--- config.mk ---
export PLATFORM = sky130hd
export DESIGN_NAME = clk_loop_ctrl
export DESIGN_NICKNAME = d
export VERILOG_FILES = /design/src/rtl/clk_loop_pkg.sv /design/src/rtl/loop_tick_qual.sv /design/src/rtl/loop_fsm.sv /design/src/rtl/clk_loop_ctrl.sv
export SDC_FILE = /design/constraint.sdc
export NUM_CORES = 1
export LEC_CHECK = 0
export ABC_AREA = 1
export ABC_CLOCK_PERIOD_IN_PS = 1700
export BUFFER_PORTS_ARGS = -buffer_cell sky130_fd_sc_hd__buf_4
export CORE_UTILIZATION = 45
export CTS_CLUSTER_SIZE = 20
export DETAILED_ROUTE_END_ITERATION = 6
export GPL_ROUTABILITY_DRIVEN = 0
export MAX_ROUTING_LAYER = met4
export PLACE_DENSITY = 0.68
export SETUP_SLACK_MARGIN = 0.15
export SYNTH_ARGS = -nofsm -noshare
export SYNTH_HDL_FRONTEND = slang
export SYNTH_SLANG_ARGS = --single-unit
--- constraint.sdc ---
create_clock -name clk_i -period 1.7 [get_ports clk_i]
set_input_delay 0.34 -clock clk_i [delete_from_list [all_inputs] [get_ports clk_i]]
set_output_delay 0.34 -clock clk_i [all_outputs]
set_load 0.03 [all_outputs]
--- src/rtl/clk_loop_pkg.sv ---
package clk_loop_pkg;
  typedef enum logic [2:0] {
    ST_FREE = 3'b001,
    ST_HOLD = 3'b010,
    ST_LOL  = 3'b011,
    ST_LOCK = 3'b100,
    ST_PRE  = 3'b101,
    ST_PRE2 = 3'b110
  } loop_st_e;

  localparam int unsigned NUM_QUAL = 3;
  localparam int unsigned Q_LOCK   = 0;
  localparam int unsigned Q_INV    = 1;
  localparam int unsigned Q_NOLOCK = 2;
endpackage

--- src/rtl/loop_tick_qual.sv ---
module loop_tick_qual #(
  parameter int unsigned LIMIT = 2
) (
  input  logic clk_i,
  input  logic rst_ni,
  input  logic tick_i,
  input  logic cond_i,
  input  logic clr_i,
  output logic hit_o
);
  localparam int unsigned CW = $clog2(LIMIT + 1);

  logic [CW-1:0] cnt_q;

  assign hit_o = tick_i && cond_i && (cnt_q == CW'(LIMIT - 1));

  // saturates at LIMIT so a held condition fires only once
  always_ff @(posedge clk_i or negedge rst_ni) begin
    if (!rst_ni)                            cnt_q <= '0;
    else if (clr_i || !cond_i)              cnt_q <= '0;
    else if (tick_i && cnt_q != CW'(LIMIT)) cnt_q <= cnt_q + 1'b1;
  end
endmodule

--- src/rtl/loop_fsm.sv ---
module loop_fsm
  import clk_loop_pkg::*;
(
  input  logic                clk_i,
  input  logic                rst_ni,
  input  logic                ref_valid_i,
  input  logic                phase_lock_i,
  input  logic                any_valid_i,
  input  logic                revert_hi_i,
  input  logic                manual_hold_i,
  input  logic [NUM_QUAL-1:0] hit_i,
  output logic [NUM_QUAL-1:0] cond_o,
  output logic                clr_o,
  output loop_st_e            state_o,
  output logic                switch_req_o
);
  loop_st_e st_q, st_d;
  logic     sw_d, sw_q;
  logic     in_pre;

  assign in_pre = (st_q == ST_PRE) || (st_q == ST_PRE2);

  always_comb begin
    cond_o           = '0;
    cond_o[Q_LOCK]   = phase_lock_i && ref_valid_i && (in_pre || st_q == ST_LOL);
    cond_o[Q_INV]    = !ref_valid_i && in_pre;
    cond_o[Q_NOLOCK] = !phase_lock_i && in_pre;
  end

  always_comb begin
    st_d = st_q;
    sw_d = 1'b0;
    unique case (st_q)
      ST_FREE: if (ref_valid_i) st_d = ST_PRE;
      ST_PRE, ST_PRE2: begin
        if (hit_i[Q_LOCK]) st_d = ST_LOCK;
        else if (any_valid_i && (!ref_valid_i || hit_i[Q_NOLOCK] || revert_hi_i)) begin
          st_d = ST_PRE2;
          sw_d = 1'b1;
        end else if (hit_i[Q_INV]) st_d = ST_FREE;
      end
      ST_LOCK: begin
        if (!ref_valid_i) st_d = ST_HOLD;
        else if (revert_hi_i && any_valid_i) begin
          st_d = ST_PRE2;
          sw_d = 1'b1;
        end else if (!phase_lock_i) st_d = ST_LOL;
      end
      ST_LOL: begin
        if (!ref_valid_i)        st_d = ST_HOLD;
        else if (hit_i[Q_LOCK])  st_d = ST_LOCK;
      end
      ST_HOLD: if (!manual_hold_i && any_valid_i) begin
        st_d = ST_PRE2;
        sw_d = 1'b1;
      end
      default: st_d = ST_FREE;
    endcase
  end

  assign clr_o = (st_d != st_q);

  always_ff @(posedge clk_i or negedge rst_ni) begin
    if (!rst_ni) begin
      st_q <= ST_FREE;
      sw_q <= 1'b0;
    end else begin
      st_q <= st_d;
      sw_q <= sw_d;
    end
  end

  assign state_o      = st_q;
  assign switch_req_o = sw_q;
endmodule

--- src/rtl/clk_loop_ctrl.sv ---
module clk_loop_ctrl
  import clk_loop_pkg::*;
#(
  parameter int unsigned LOCK_TICKS = 2,
  parameter int unsigned INV_TICKS  = 2,
  parameter int unsigned TMO_TICKS  = 100
) (
  input  logic       clk_i,
  input  logic       rst_ni,
  input  logic       tick_i,
  input  logic       ref_valid_i,
  input  logic       phase_lock_i,
  input  logic       any_valid_i,
  input  logic       revert_hi_i,
  input  logic       manual_hold_i,
  output logic [2:0] state_o,
  output logic       locked_o,
  output logic       switch_req_o
);
  localparam int unsigned QUAL_LIM [NUM_QUAL] = '{LOCK_TICKS, INV_TICKS, TMO_TICKS};

  logic [NUM_QUAL-1:0] cond, hit;
  logic                clr;
  loop_st_e            st;

  for (genvar g = 0; g < NUM_QUAL; g++) begin : g_qual
    loop_tick_qual #(.LIMIT(QUAL_LIM[g])) u_qual (
      .clk_i  (clk_i),
      .rst_ni (rst_ni),
      .tick_i (tick_i),
      .cond_i (cond[g]),
      .clr_i  (clr),
      .hit_o  (hit[g])
    );
  end

  loop_fsm u_fsm (
    .clk_i         (clk_i),
    .rst_ni        (rst_ni),
    .ref_valid_i   (ref_valid_i),
    .phase_lock_i  (phase_lock_i),
    .any_valid_i   (any_valid_i),
    .revert_hi_i   (revert_hi_i),
    .manual_hold_i (manual_hold_i),
    .hit_i         (hit),
    .cond_o        (cond),
    .clr_o         (clr),
    .state_o       (st),
    .switch_req_o  (switch_req_o)
  );

  assign state_o  = st;
  assign locked_o = (st == ST_LOCK);
endmodule

==> qor.csv, run 1 <==
stage,metric,value,unit
timing,Final Slew Violations,0,
die,num ports,13,
logic_synthesis,share of the yosys chip area belonging to registers,31.2,%
finish,Layout fillers,192,
logic_synthesis,mux cell area share after synthesis,0,%
logic_synthesis,flop and latch count out of synthesis,15,
drt,DR vias,1280,
timing,worst slew pin tran,0.276,ns
finish,Ant. Diodes,0,
timing,Setup Viol. Count Final,13,
drt,1st-iter DRT viols,19,
logic_synthesis,Post-Syn Area,0.00121,sq mm
grt,vias in the first global route,1285,
grt,largest net degree at the start of global routing,16,
die,die width,53.8,microns
timing,fin crit period,1.97,ns
setup_path,Critical Path AT,2.20,ns
finish,# nets final,235,
logic_synthesis,Synth Area in Compound Gates,4.46,%
cts,CTS HTree Levels,1,
min_path,worst hold path class,input port to flip-flop,
cts,CTS tree,done,
drt,Avg WL per Cell,13.0,microns
logic_synthesis,post-synthesis xor/xnor area fraction,5.80,%
setup_path,CP max stage cell,dfstp_2,
cts,Skew-Pair Late Insertion Delay,0.29,ns
power,P_leak,0.916,nW
setup_path,Setup crit end kind,flip-flop,
logic_synthesis,Ys Warns,0,
timing,Max Clock Skew,0.00316,ns
setup_path,CP cell instances,"buf_4, nand2_2, nand2_4, nor3_4, nand2_1, nand2_2, nand2_2, nand2_1, nand2_1, nand2_2, nand2_2, nand2_2, nand2_4, nand4_4, nor2_2",
logic_synthesis,post-synthesis adder-cell area fraction,6.22,%
cts,clk buf depth,2,
logic_synthesis,post-synth cell types,28,
grt,initial antenna violation count,0,
setup_path,crit-path most repeated cell,nand2_2,
timing,Peak Freq,508,MHz
place,Port Buffers,12,
cts,clock sinks,15,
cts,CTS root buffer,clkbuf_4,
cts,Clock transition at path regs,0.10,ns
cts,cts bufs inserted,3,
drt,final WL,3260,microns
timing,period utilization,116,%
drt,DR DRC count,0,
status,status,"complete, but fails checks",
grt,first-pass GRT wire length,5390,microns
finish,post-route cell area,0.00180,sq mm
die,row count,18,
logic_synthesis,top-area cell type share of the netlist area,29.0,%
timing,PnR worst setup slack,-0.270,ns
setup_path,worst-path fanout max,7,
finish,Area Overhead vs Synth,48.8,%
logic_synthesis,Mapped Nets,176,
power,Pwr Density,1270,mW/mm^2
drt,DRT antenna net count,0,
timing,Fin. Hold Viols,0,
logic_synthesis,average cell area after synthesis,7.45,sq um
setup_path,critical path start-end classification,flip-flop to flip-flop,
grt,GRT overflow,0,
setup_path,crit start category,flip-flop,
status,failing checks,negative setup slack,
power,VDD IR-drop max,1.26,mV
job,max-cap check violation count,0,
drt,drt pass-1 iters,4,
finish,layout cells sized above 1,45.9,%
die,core area,0.00250,sq mm
setup_path,Critical Path Max Stage Delay,0.62,ns
logic_synthesis,synthesized-area fraction occupied by and/or/nand/nor cells,42.1,%
die,Initial Util,48.3,%
grt,overall global routing resource usage,26.7,%
drt,vias per cell,5.12,
timing,max_slew headroom,81.6,%
die,die area,0.00289,sq mm
place,"Cell Area, Placed",0.00157,sq mm
logic_synthesis,Post-Syn Instances,162,
logic_synthesis,top post-synthesis cells by area,"dfrtp_1 (29%), nand2_1 (11%), inv_1 (7.5%), ha_1 (6.2%), xor2_1 (5.8%)",
setup_path,CP Data Required Time,1.93,ns
finish,post-layout util,71.9,%
die,Die Ht,53.8,microns
logic_synthesis,cell taking the most area after synthesis,dfrtp_1,
place,DPL Wire Length,2360,microns
logic_synthesis,largest family of logic cells by synthesized area,simple AND/OR/NAND/NOR gates,
timing,RSZ-0062 raised after global routing,true,
-- layer usage --
metal  up-vias  global-route usage [%]  part of all wire (%)
li1        623                       -                     -
met1       625                    30.2                    42
met2        28                    48.8                    54
met3         4                    3.39                   2.9
met4         0                    7.46                   1.0
met5         -                       -                     0
-- final timing paths --
path | from | endpoint | slack, ns | cells past startpoint
min reg2reg | g_qual[2].u_qual.cnt_q[6] | g_qual[2].u_qual.cnt_q[6] | 0.56 | 2
max reg2reg | u_fsm.state_o[0] | g_qual[2].u_qual.cnt_q[1] | -0.27 | 15
min | any_valid_i | u_fsm.switch_req_o | 0.34 | 3
min in group asynchronous | rst_ni | g_qual[2].u_qual.cnt_q[2] | 0.44 | 2
max in group asynchronous | rst_ni | u_fsm.state_o[0] | 1.01 | 2
max | u_fsm.state_o[0] | g_qual[2].u_qual.cnt_q[1] | -0.27 | 15
-- registers in the layout (all words and copies together) (netlist names) --
| signal | cells |
|---|---|
| g_qual.u_qual.cnt_q | 11 |
| u_fsm.switch_req_o | 1 |
| u_fsm.state_o | 3 |
-- kinds of logic (layout without fill, tap and decap cells) --
family / after synthesis / count (layout)
flops: 15 / 15
buf+inv: 30 / 88
fa+ha+maj: 6 / 6
compound gates: 10 / 10
xor+xnor: 8 / 8
simple gates: 93 / 93
-- metrics by stage --
step | hold slack (ns) | setup WS (ns) | total power, mW | instances | setup TNS, ns
after floorplan | 0.0444 | -0.223 | 1.23 | 162 | -2.21
after global placement | 0.207 | -0.257 | 1.62 | 234 | -2.72
after detailed placement | 0.215 | -0.291 | 1.65 | 234 | -2.97
after CTS | 0.345 | -0.232 | 2.12 | 246 | -2.39
after global routing | 0.356 | -0.409 | 2.41 | 250 | -4.47
final | 0.339 | -0.270 | 2.28 | 250 | -2.85
-- Yosys cell counts, drive strengths merged --
master,instances
nand4,8
clkinv,1
a21oi,5
nand2,43
o21ai,5
inv,27
nor4,1
nor3b,1
nand3,13
dfrtp,14
nor3,2
ha,6
nor2,24
dfstp,1
nand3b,1
xor2,8
buf,2
-- where the power goes --
part	internal (mW)	leakage [nW]	switching [mW]	total [mW]
sequential	0.410	0.202	0.0863	0.497
combinational	0.734	0.696	0.830	1.56
clock	0.0876	0.0177	0.131	0.219
-- area by class of cell --
class / instances / area [sq um] / share of cell area (%)
repair buffers: 56 / 457 / 25.4
inverters: 28 / 105 / 5.85
flip-flops and latches: 15 / 378 / 21.0
clock inverters: 1 / 5.00 / 0.279
clock buffers: 3 / 22.5 / 1.25
multi-input cells: 117 / 792 / 44.1
well taps: 30 / 37.5 / 2.09
-- cells in the final DEF, fill, tap and decap left out, types with 3 or more instances in the layout --
cell type	n
buf_4	46
nand2_1	26
inv_1	24
nor2_1	15
nand2_2	14
dfrtp_1	13
buf_6	9
xor2_1	8
nand4_1	7
nor2_2	7
ha_1	6
nand3_1	5
nand3_2	5
o21ai_0	4
a21oi_1	4
inv_2	3
nand3_4	3
nand2_4	3
clkbuf_4	3
-- worst max-delay path: cells and delay by family, from the launching register on --
kind,cells,cell delay [ns]
buf+inv,1,0.13
simple gates,14,1.17
flops,1,0.62
-- what timing repair did --
action | 4_1_cts | 5_1_grt
pin swaps | 5 | 11
buffers inserted | 7 | 4
cloned | 0 | 0
gates resized for setup | 17 | 10
hold endpoints to repair | 14 | 0
endpoints found under the setup margin | 14 | 16
hold buffers | 1 | 0
Note: power is estimated with default switching activity, not from simulation.
==> run 2, diff against run 1 <==
- ABC_AREA: 1 -> not set
==> run 2 against run 1 <==
Net effect: the flow still finishes with violations (negative setup slack); final cell count is 8.0% lower; first-iteration DRC count grew to 2.6 times the previous value; maximum frequency down 0.54%; largest cell class unchanged; critical endpoint is now g_qual[2].u_qual.cnt_q[0]; sequential cell count stayed put.
==> qor.csv, run 2 <==
stage,metric,value,unit
setup_path,Setup crit start,u_fsm.state_o[0],
logic_synthesis,cell taking the most area after synthesis,dfrtp_1,
cts,clock sinks,15,
die,die width,54.8,microns
timing,fin crit period,1.98,ns
finish,most frequent cells in the layout,"buf_4 (53), nand2_1 (20), dfrtp_1 (12)",
logic_synthesis,Mapped Nets,161,
drt,DR vias,1276,
place,DPL Wire Length,2430,microns
power,Int Pwr,1.23,mW
logic_synthesis,most common cell in the netlist,nand2_1,
logic_synthesis,Post-Syn Area,0.00126,sq mm
cts,CTS tree,done,
cts,CTS root buffer,clkbuf_4,
grt,overall global routing resource usage,28.0,%
power,Pwr Density,1250,mW/mm^2
finish,layout cells sized above 1,45.5,%
logic_synthesis,"Primary FF master, synth",dfrtp_1,
min_path,worst hold path class,input port to asynchronous set/reset pin,
logic_synthesis,top post-synthesis cells by area,"dfrtp_1 (28%), nor3_2 (8.0%), ha_1 (6.0%), nand2_1 (6.0%), xnor2_1 (4.9%)",
timing,RSZ-0062 raised after global routing,true,
power,P_leak,0.789,nW
finish,max reg flops,11,
setup_path,CP Data Required Time,1.92,ns
grt,first-pass GRT wire length,5640,microns
timing,Setup Viol. Count Final,14,
setup_path,Critical Path AT,2.20,ns
job,max-cap check violation count,0,
drt,DR DRC count,0,
setup_path,FF-to-FF path depth,8,
die,num ports,13,
cts,Clock transition at path regs,0.09,ns
logic_synthesis,average cell area after synthesis,8.55,sq um
timing,Fin. Hold Viols,0,
die,die area,0.00301,sq mm
place,pre-CTS WS,-0.240,ns
power,combinational power share,68.0,%
power,Net Sw Power,0.971,mW
timing,worst slew pin tran,0.298,ns
drt,drt pass-1 iters,4,
cts,cts bufs inserted,3,
die,core area,0.00257,sq mm
grt,initial antenna violation count,0,
timing,period utilization,116,%
setup_path,Setup crit end kind,flip-flop,
drt,Avg WL per Cell,14.9,microns
status,failing checks,negative setup slack,
cts,clk buf depth,2,
finish,"most common cell after layout, fill and taps aside",buf_4,
drt,vias per cell,5.55,
logic_synthesis,Ys Warns,0,
die,Initial Util,48.9,%
setup_path,reg2reg start,u_fsm.state_o[0],
drt,final WL,3430,microns
status,status,"complete, but fails checks",
drt,1st-iter DRT viols,50,
logic_synthesis,asr flop ratio synth,100,%
logic_synthesis,Post-Syn Instances,147,
die,Die Ht,54.8,microns
finish,Biggest register,g_qual.u_qual.cnt_q,
timing,Peak Freq,505,MHz
setup_path,worst reg2reg path endpoint,g_qual[2].u_qual.cnt_q[0],
setup_path,crit start category,flip-flop,
die,row count,18,
timing,TNS Setup,-3.15,ns
timing,Max Clock Skew,0.00941,ns
timing,PnR worst setup slack,-0.280,ns
logic_synthesis,share of the yosys chip area belonging to registers,30.0,%
grt,largest net degree at the start of global routing,16,
setup_path,Setup crit end,g_qual[2].u_qual.cnt_q[0],
logic_synthesis,synth cell count leaders,"nand2_1 (20), dfrtp_1 (14), nor2_1 (12)",
timing,Final Slew Violations,0,
logic_synthesis,flop and latch count out of synthesis,15,
place,Port Buffers,12,
power,Clock power frac,9.4,%
finish,Ant. Diodes,0,
drt,DRT antenna net count,0,
power,Flop pwr share,22.5,%
logic_synthesis,top-area cell type share of the netlist area,27.9,%
finish,# nets final,215,
setup_path,r2r setup slk,-0.28,ns
grt,GRT overflow,0,
setup_path,worst-path fanout max,7,
power,sw frac,44.1,%
cts,CTS HTree Levels,1,
timing,max_slew headroom,80.0,%
logic_synthesis,Post-synth EDFFs,0,
logic_synthesis,post-synth cell types,46,
power,VDD IR-drop max,1.00,mV
grt,vias in the first global route,1253,
finish,Area Overhead vs Synth,40.3,%
setup_path,critical path start-end classification,flip-flop to flip-flop,
cts,Skew-Pair Late Insertion Delay,0.29,ns
-- run 2: layout make-up --
type	instances	area, sq um
Tap cell	30	37.5
Fill cell	219	805
Inverter	8	30.0
Multi-Input combinational cell	117	851
Sequential cell	15	379
Clock buffer	4	26.3
Timing Repair Buffer	56	439
-- run 2: metrics by stage --
step	std cells	hold WS [ns]	power (mW)	utilization (%)	cell area [sq um]
2_1_floorplan	147	0.0444	1.31	-	1270
3_3_place_gp	221	0.206	1.81	64.1	1650
3_5_place_dp	221	0.209	1.84	64.1	1650
4_1_cts	230	0.427	2.15	68.0	1750
5_1_grt	230	0.438	2.33	68.7	1760
6_report	230	0.427	2.20	68.7	1760
-- run 2: worst max-delay path, stage by stage, from the launching register on --
cell and delay, ns:
dfstp_2 0.61, buf_4 0.18, nand3_1 0.09, o22ai_2 0.19
a311oi_2 0.16, mux2i_1 0.14, a211o_1 0.25, buf_4 0.16
nor3_1 0.13
-- run 2: power by group through the flow --
stage / combinational (mW) / sequential [mW] / clock, mW
CTS: 1.44 / 0.491 / 0.213
floorplan: 0.777 / 0.535 / 0
global route: 1.60 / 0.504 / 0.232
global placement: 1.32 / 0.491 / 0
finish: 1.50 / 0.496 / 0.208
detailed placement: 1.34 / 0.497 / 0
-- run 2: how the worst min path moves through the flow --
stage,from,end
detailed placement,rst_ni,g_qual[2].u_qual.cnt_q[5]
global placement,rst_ni,g_qual[2].u_qual.cnt_q[5]
global route,rst_ni,g_qual[2].u_qual.cnt_q[0]
CTS,rst_ni,g_qual[2].u_qual.cnt_q[0]
floorplan,rst_ni,g_qual[0].u_qual.cnt_q[0]
finish,rst_ni,g_qual[2].u_qual.cnt_q[2]
-- run 2: what timing repair did --
item                                   4_1_cts  5_1_grt
hold buffers                                 1        0
setup endpoints to repair                   17       17
endpoints found under the hold margin       14        0
setup buffers                                4        0
resized for setup                            7        6
pin swaps                                    4        2
-- run 2: logic make-up after synthesis --
| group | Yosys count | share of synthesized area (%) |
|---|---|---|
| compound gates | 23 | 12.6 |
| simple gates | 76 | 35.8 |
| flops | 15 | 30.0 |
| mux | 2 | 1.59 |
| fa+ha+maj | 6 | 5.98 |
| buf+inv | 15 | 6.57 |
| xor+xnor | 10 | 7.57 |
-- run 2: metal layers --
layer | part of all wire [%] | track usage [%] | vias to the layer above
met5 | 0 | - | -
met4 | 3.2 | 13.7 | 0
met2 | 48 | 45.8 | 42
met1 | 44 | 34.0 | 608
met3 | 3.9 | 2.78 | 11
li1 | - | - | 615
